$ cat src/rtl/daq_regs_pkg.sv
package daq_regs_pkg;

    localparam int OFS_CMD1      = 'h00;
    localparam int OFS_CMD2      = 'h02;
    localparam int OFS_CONV_GO   = 'h08;
    localparam int OFS_ACQ_GO    = 'h0A;
    localparam int OFS_AD_CLEAR  = 'h0C;
    localparam int OFS_IRQ_CLEAR = 'h14;

    localparam int NUM_STROBES = 4;
    localparam int STB_CONV    = 0;
    localparam int STB_ACQ     = 1;
    localparam int STB_CLR     = 2;
    localparam int STB_IRQCLR  = 3;

    // command word 1 fields
    localparam int C1_ACQ_EN   = 4;
    localparam int C1_CONV_IE  = 7;
    // command word 2 fields
    localparam int C2_GIE      = 7;
    localparam int C2_DOUT_LO  = 8;

    // status word fields
    localparam int ST_OVERRUN  = 8;
    localparam int ST_OVERFLOW = 9;
    localparam int ST_BUSY     = 11;
    localparam int ST_AVAIL    = 13;
    localparam int ST_STOPPED  = 14;

    typedef struct packed {
        logic stopped;
        logic avail;
        logic busy;
        logic overflow;
        logic overrun;
    } flags_t;

endpackage

$ cat src/rtl/daq_wr_decode.sv
module daq_wr_decode
    import daq_regs_pkg::*;
#(
    parameter int ADDR_W = 5
) (
    input  logic                   wr_en_i,
    input  logic [ADDR_W-1:0]      wr_addr_i,
    output logic                   sel_cmd1_o,
    output logic                   sel_cmd2_o,
    output logic [NUM_STROBES-1:0] evt_o
);
    localparam int STB_OFS [NUM_STROBES] = '{OFS_CONV_GO, OFS_ACQ_GO, OFS_AD_CLEAR, OFS_IRQ_CLEAR};

    assign sel_cmd1_o = wr_en_i && (wr_addr_i == ADDR_W'(OFS_CMD1));
    assign sel_cmd2_o = wr_en_i && (wr_addr_i == ADDR_W'(OFS_CMD2));

    for (genvar g = 0; g < NUM_STROBES; g++) begin : g_stb
        assign evt_o[g] = wr_en_i && (wr_addr_i == ADDR_W'(STB_OFS[g]));
    end
endmodule

$ cat src/rtl/daq_cmd_bank.sv
module daq_cmd_bank
    import daq_regs_pkg::*;
#(
    parameter int DATA_W = 16
) (
    input  logic                   clk,
    input  logic                   rst_n,
    input  logic                   sel_cmd1_i,
    input  logic                   sel_cmd2_i,
    input  logic [DATA_W-1:0]      wr_data_i,
    input  logic [NUM_STROBES-1:0] evt_i,
    output logic [DATA_W-1:0]      cmd1_o,
    output logic [DATA_W-1:0]      cmd2_o,
    output logic [NUM_STROBES-1:0] pulse_o
);
    typedef struct packed {
        logic [DATA_W-1:0]      cmd1;
        logic [DATA_W-1:0]      cmd2;
        logic [NUM_STROBES-1:0] pulse;
    } bank_t;

    bank_t st_d, st_q;

    always_comb begin
        st_d       = st_q;
        st_d.pulse = evt_i;
        if (sel_cmd1_i) st_d.cmd1 = wr_data_i;
        if (sel_cmd2_i) st_d.cmd2 = wr_data_i;
    end

    always_ff @(posedge clk) begin
        if (!rst_n) st_q <= '0;
        else        st_q <= st_d;
    end

    assign cmd1_o  = st_q.cmd1;
    assign cmd2_o  = st_q.cmd2;
    assign pulse_o = st_q.pulse;
endmodule

$ cat src/rtl/daq_status_unit.sv
module daq_status_unit
    import daq_regs_pkg::*;
(
    input  logic   clk,
    input  logic   rst_n,
    input  logic   acq_en_i,
    input  logic   acq_go_i,
    input  logic   ad_clear_i,
    input  logic   irq_clear_i,
    input  logic   sample_stored_i,
    input  logic   sample_read_i,
    input  logic   fifo_ovf_i,
    input  logic   overrun_i,
    input  logic   term_count_i,
    output flags_t flags_o
);
    flags_t fl_d, fl_q;

    always_comb begin
        fl_d = fl_q;
        // data available: clears win over a new sample
        if (sample_read_i || ad_clear_i) fl_d.avail = 1'b0;
        else if (sample_stored_i)        fl_d.avail = 1'b1;
        // sticky error flags, only the A/D clear releases them
        if (ad_clear_i) begin
            fl_d.overflow = 1'b0;
            fl_d.overrun  = 1'b0;
        end else begin
            fl_d.overflow = fl_q.overflow | fifo_ovf_i;
            fl_d.overrun  = fl_q.overrun  | overrun_i;
        end
        // acquisition in progress
        if (!acq_en_i || term_count_i) fl_d.busy = 1'b0;
        else if (acq_go_i)             fl_d.busy = 1'b1;
        // acquisition stopped
        if (irq_clear_i)                      fl_d.stopped = 1'b0;
        else if (term_count_i && fl_q.busy)   fl_d.stopped = 1'b1;
    end

    always_ff @(posedge clk) begin
        if (!rst_n) fl_q <= '0;
        else        fl_q <= fl_d;
    end

    assign flags_o = fl_q;
endmodule

$ cat src/rtl/daq_ctrl_regs.sv
module daq_ctrl_regs
    import daq_regs_pkg::*;
#(
    parameter int ADDR_W = 5,
    parameter int DATA_W = 16
) (
    input  logic              clk,
    input  logic              rst_n,
    input  logic              wr_en_i,
    input  logic [ADDR_W-1:0] wr_addr_i,
    input  logic [DATA_W-1:0] wr_data_i,
    input  logic [ADDR_W-1:0] rd_addr_i,
    output logic [DATA_W-1:0] rd_data_o,
    input  logic              sample_stored_i,
    input  logic              sample_read_i,
    input  logic              fifo_ovf_i,
    input  logic              overrun_i,
    input  logic              term_count_i,
    output logic [DATA_W-1:0] cmd1_o,
    output logic [DATA_W-1:0] cmd2_o,
    output logic [1:0]        dout_en_o,
    output logic              start_conv_o,
    output logic              start_acq_o,
    output logic              ad_clear_o,
    output logic              irq_clear_o,
    output logic [DATA_W-1:0] status_o,
    output logic              irq_o
);
    logic                   sel_cmd1, sel_cmd2;
    logic [NUM_STROBES-1:0] evt, pulse;
    flags_t                 flags;

    daq_wr_decode #(.ADDR_W(ADDR_W)) u_dec (
        .wr_en_i    (wr_en_i),
        .wr_addr_i  (wr_addr_i),
        .sel_cmd1_o (sel_cmd1),
        .sel_cmd2_o (sel_cmd2),
        .evt_o      (evt)
    );

    daq_cmd_bank #(.DATA_W(DATA_W)) u_bank (
        .clk        (clk),
        .rst_n      (rst_n),
        .sel_cmd1_i (sel_cmd1),
        .sel_cmd2_i (sel_cmd2),
        .wr_data_i  (wr_data_i),
        .evt_i      (evt),
        .cmd1_o     (cmd1_o),
        .cmd2_o     (cmd2_o),
        .pulse_o    (pulse)
    );

    daq_status_unit u_stat (
        .clk             (clk),
        .rst_n           (rst_n),
        .acq_en_i        (cmd1_o[C1_ACQ_EN]),
        .acq_go_i        (evt[STB_ACQ]),
        .ad_clear_i      (evt[STB_CLR]),
        .irq_clear_i     (evt[STB_IRQCLR]),
        .sample_stored_i (sample_stored_i),
        .sample_read_i   (sample_read_i),
        .fifo_ovf_i      (fifo_ovf_i),
        .overrun_i       (overrun_i),
        .term_count_i    (term_count_i),
        .flags_o         (flags)
    );

    always_comb begin
        status_o              = '0;
        status_o[ST_OVERRUN]  = flags.overrun;
        status_o[ST_OVERFLOW] = flags.overflow;
        status_o[ST_BUSY]     = flags.busy;
        status_o[ST_AVAIL]    = flags.avail;
        status_o[ST_STOPPED]  = flags.stopped;
    end

    assign rd_data_o    = (rd_addr_i == ADDR_W'(OFS_CMD1)) ? status_o : '0;
    assign dout_en_o    = cmd2_o[C2_DOUT_LO+1:C2_DOUT_LO];
    assign start_conv_o = pulse[STB_CONV];
    assign start_acq_o  = pulse[STB_ACQ];
    assign ad_clear_o   = pulse[STB_CLR];
    assign irq_clear_o  = pulse[STB_IRQCLR];
    assign irq_o        = cmd2_o[C2_GIE] &
                          ((cmd1_o[C1_CONV_IE] & flags.avail) | flags.stopped);
endmodule

$ cat config.mk
export PLATFORM = sky130hd
export DESIGN_NAME = daq_ctrl_regs
export DESIGN_NICKNAME = d
export VERILOG_FILES = /design/src/rtl/daq_regs_pkg.sv /design/src/rtl/daq_wr_decode.sv /design/src/rtl/daq_cmd_bank.sv /design/src/rtl/daq_status_unit.sv /design/src/rtl/daq_ctrl_regs.sv
export SDC_FILE = /design/constraint.sdc
export NUM_CORES = 1
export LEC_CHECK = 0
export BUFFER_PORTS_ARGS = -buffer_cell sky130_fd_sc_hd__buf_2
export CAP_MARGIN = 20
export CORE_ASPECT_RATIO = 1.75
export CORE_MARGIN = 4
export CORE_UTILIZATION = 43
export CTS_BUF_LIST = sky130_fd_sc_hd__clkbuf_16
export DETAILED_ROUTE_END_ITERATION = 7
export MAX_ROUTING_LAYER = met4
export PLACE_DENSITY = 0.79
export REMOVE_ABC_BUFFERS = 1
export SKIP_LAST_GASP = 1
export SYNTH_ARGS = -nofsm -noshare
export SYNTH_HDL_FRONTEND = slang
export SYNTH_SLANG_ARGS = --single-unit
$ cat constraint.sdc
create_clock -name clk -period 1.35 [get_ports clk]
set_input_delay 0.135 -clock clk [delete_from_list [all_inputs] [get_ports clk]]
set_output_delay 0.135 -clock clk [all_outputs]
set_load 0.01 [all_outputs]
==> flow_metrics.env <==
export IMPL_hold_viol_final=0
export IMPL_finalWirelength_um=3920
export IMPL_ys_seq_area_share_pct=45.8
export IMPL_clockBufferDepth=2
export IMPL_maxCapViolations=0
export IMPL_synth_cells=191
export IMPL_core_area_mm2=0.00394
export IMPL_min_path_cells=2
export IMPL_htree_num_levels=2
export IMPL_period_minus_slack_ps=1310
export IMPL_status="finished, final reports clean"
export IMPL_postCtsHoldBufs=0
export IMPL_endpoint_kind="output pin"
export IMPL_clkTransAtPathRegs_ps=60
export IMPL_r2r_slack_ps=640
export IMPL_io_pins=105
export IMPL_synth_area_mm2=0.00179
export IMPL_critPathLaunchType="input port"
export IMPL_yosys_most_used_dff="dfxtp_1"
export IMPL_final_util_pct=59.7
export IMPL_num_vias=1491
export IMPL_worstHoldEndpoint="u_stat.flags_o[3]"
export IMPL_die_area_mm2=0.00531
export IMPL_grt_pass1_wl_um=6200
export IMPL_area_delta_synth_final_pct=31.1
export IMPL_layout_common_cells="buf_2 (81), nand2_1 (50), dfxtp_1 (41)"
export IMPL_yosys_area_share_simple_pct=20.9
export IMPL_grt_use_total_pct=14.9
export IMPL_post_drt_via_cell_ratio=4.64
export IMPL_setup_viol=0
export IMPL_arrival_ps=1180
export IMPL_reg2reg_to="u_stat.flags_o[4]"
export IMPL_antenna_found_initial=0
export IMPL_dr_pass1_iters=3
export IMPL_worst_hold_path_type="input port to flop"
export IMPL_globalplace_congestion=0.742
export IMPL_rr_worst_depth=2
export IMPL_grt_pass1_vias=1424
export IMPL_crit_fanout=5
export IMPL_cts_sinks=41
export IMPL_drtIter0Drc=21
export IMPL_synth_xor_xnor_area_share_pct=0
export IMPL_drc=0
export IMPL_skew_ps=0.367
export IMPL_synth_distinct_cells=23
export IMPL_numCtsBuffers=5
export IMPL_muxShareOfSynthArea_pct=17.9
export IMPL_root_buffer="clkbuf_16"
export IMPL_reg2reg_from="u_stat.flags_o[2]"
export IMPL_fmax_mhz=761
export IMPL_synth_edff_count=0
export IMPL_ys_ff_latch=41
export IMPL_postSynthAreaPerCell_um2=9.39
export IMPL_hpwlAfterDp_um=2990
export IMPL_synth_compound_area_share_pct=1.12
export IMPL_drtAntennaViolNets=0
export IMPL_power_leakage_nw=1.37
export IMPL_power_mw=2.75
export IMPL_fp_dieH_um=93.4
export IMPL_clock_latency_ps=270
export IMPL_rows=30
export IMPL_hp_start="sample_read_i"
export IMPL_synth_top_family_by_area="simple AND/OR/NAND/NOR gates"
export IMPL_wire_per_inst_um=12.2
export IMPL_max_vdd_ir_drop_mv=0.839
export IMPL_die_x_um=56.8
export IMPL_period_share_pct=97.3
export IMPL_synth_adder_area_share_pct=0
export IMPL_port_buffers=82
export IMPL_layout_commonest_cell="buf_2"
export IMPL_worstSetupPathType="input port to output pin"
export IMPL_diodes=0
export IMPL_grt_ovfl_total=0
export IMPL_drive_above_1_share_pct=36.6
export IMPL_yosysWarningCount=0
export IMPL_slew_violations=0
export IMPL_finalNetCount=306
export IMPL_grt_max_degree=26
export IMPL_worst_hold_slack_ps=17.1
export IMPL_p_per_area_mw_per_mm2=1170
export IMPL_cts_tree="built"
export IMPL_cp_required_ps=1220
export IMPL_async_reset_ff_share_pct=0
export IMPL_initial_utilization_pct=45.5
==> flip-flops by register name, indices dropped and copies added, names as in the netlist <==
name	flops
u_stat.flags_o	5
u_bank.cmd1_o	16
u_bank.cmd2_o	16
u_bank.pulse_o	4
==> cell type report <==
cell class                 instances  area, um2
timing repair buffer              87        492
sequential                        41        821
clock inverter                     3       41.3
multi-input combinational        137        812
clock buffer                       5        125
tap                               48       60.1
fill                             371       1590
==> worst max-delay path, stage by stage <==
cell	delay [ps]
buf_6	90
or4_4	530
nor2_4	160
and2_4	150
buf_2	120
==> cell families after synthesis <==
family	after synthesis
compound gates	4
simple gates	79
other cells	1
buf+inv	34
mux	32
flops	41
==> worst max-delay path by stage <==
stage	startpoint	end	slack, ps	cells after the start
5_1_grt	rd_addr_i[2]	rd_data_o[11]	-20	5
3_3_place_gp	rd_addr_i[2]	rd_data_o[13]	20	5
3_5_place_dp	rd_addr_i[2]	rd_data_o[13]	-10	5
4_1_cts	rd_addr_i[2]	rd_data_o[13]	30	5
6_report	rd_addr_i[2]	rd_data_o[8]	40	5
2_1_floorplan	wr_addr_i[3]	u_bank.cmd2_o[0]	-70	3
==> stage by stage <==
| step | setup WS [ps] | TNS [ps] | cells | area, um2 |
|---|---|---|---|---|
| 4_1_cts | 32.7 | 0 | 321 | 2330 |
| 3_5_place_dp | -11.2 | -15.2 | 313 | 2160 |
| 2_1_floorplan | -66.7 | -1070 | 178 | 1620 |
| 6_report | 36.4 | 0 | 321 | 2350 |
| 5_1_grt | -22.8 | -40.3 | 321 | 2350 |
| 3_3_place_gp | 18.1 | 0 | 313 | 2160 |
==> cells in the mapped netlist, types with 2 or more instances <==
library cell / count / share of area (%)
nor3b_1: 2 / 0.84
buf_6: 2 / 1.3
dfxtp_1: 41 / 46
mux2i_1: 32 / 18
clkbuf_1: 6 / 1.3
nand2_1: 50 / 10
nand3b_1: 2 / 0.84
a21oi_1: 3 / 0.84
nor2_1: 8 / 1.7
nor3_1: 3 / 0.84
buf_4: 25 / 10
and2_1: 6 / 2.1
==> metal layers <==
layer | vias to the layer above | global-route usage, % | part of all wire, %
li1 | 739 | - | -
met1 | 674 | 15.5 | 36
met2 | 74 | 26.8 | 53
met3 | 4 | 4.42 | 9.6
met4 | 0 | 4.64 | 1.0
met5 | - | - | 0
==> where the power goes <==
group	switching [mW]	internal (mW)
registers	0.00738	1.22
logic	0.119	0.0833
clock network	0.448	0.864
==> what timing repair did <==
item / CTS / global route
gates resized for setup: 1 / 4
endpoints found under the hold margin: 0 / 0
setup endpoints to repair: 3 / 5
setup buffers: 0 / 0
pin swaps: 0 / 1
Note: power is estimated with default switching activity, not from simulation.
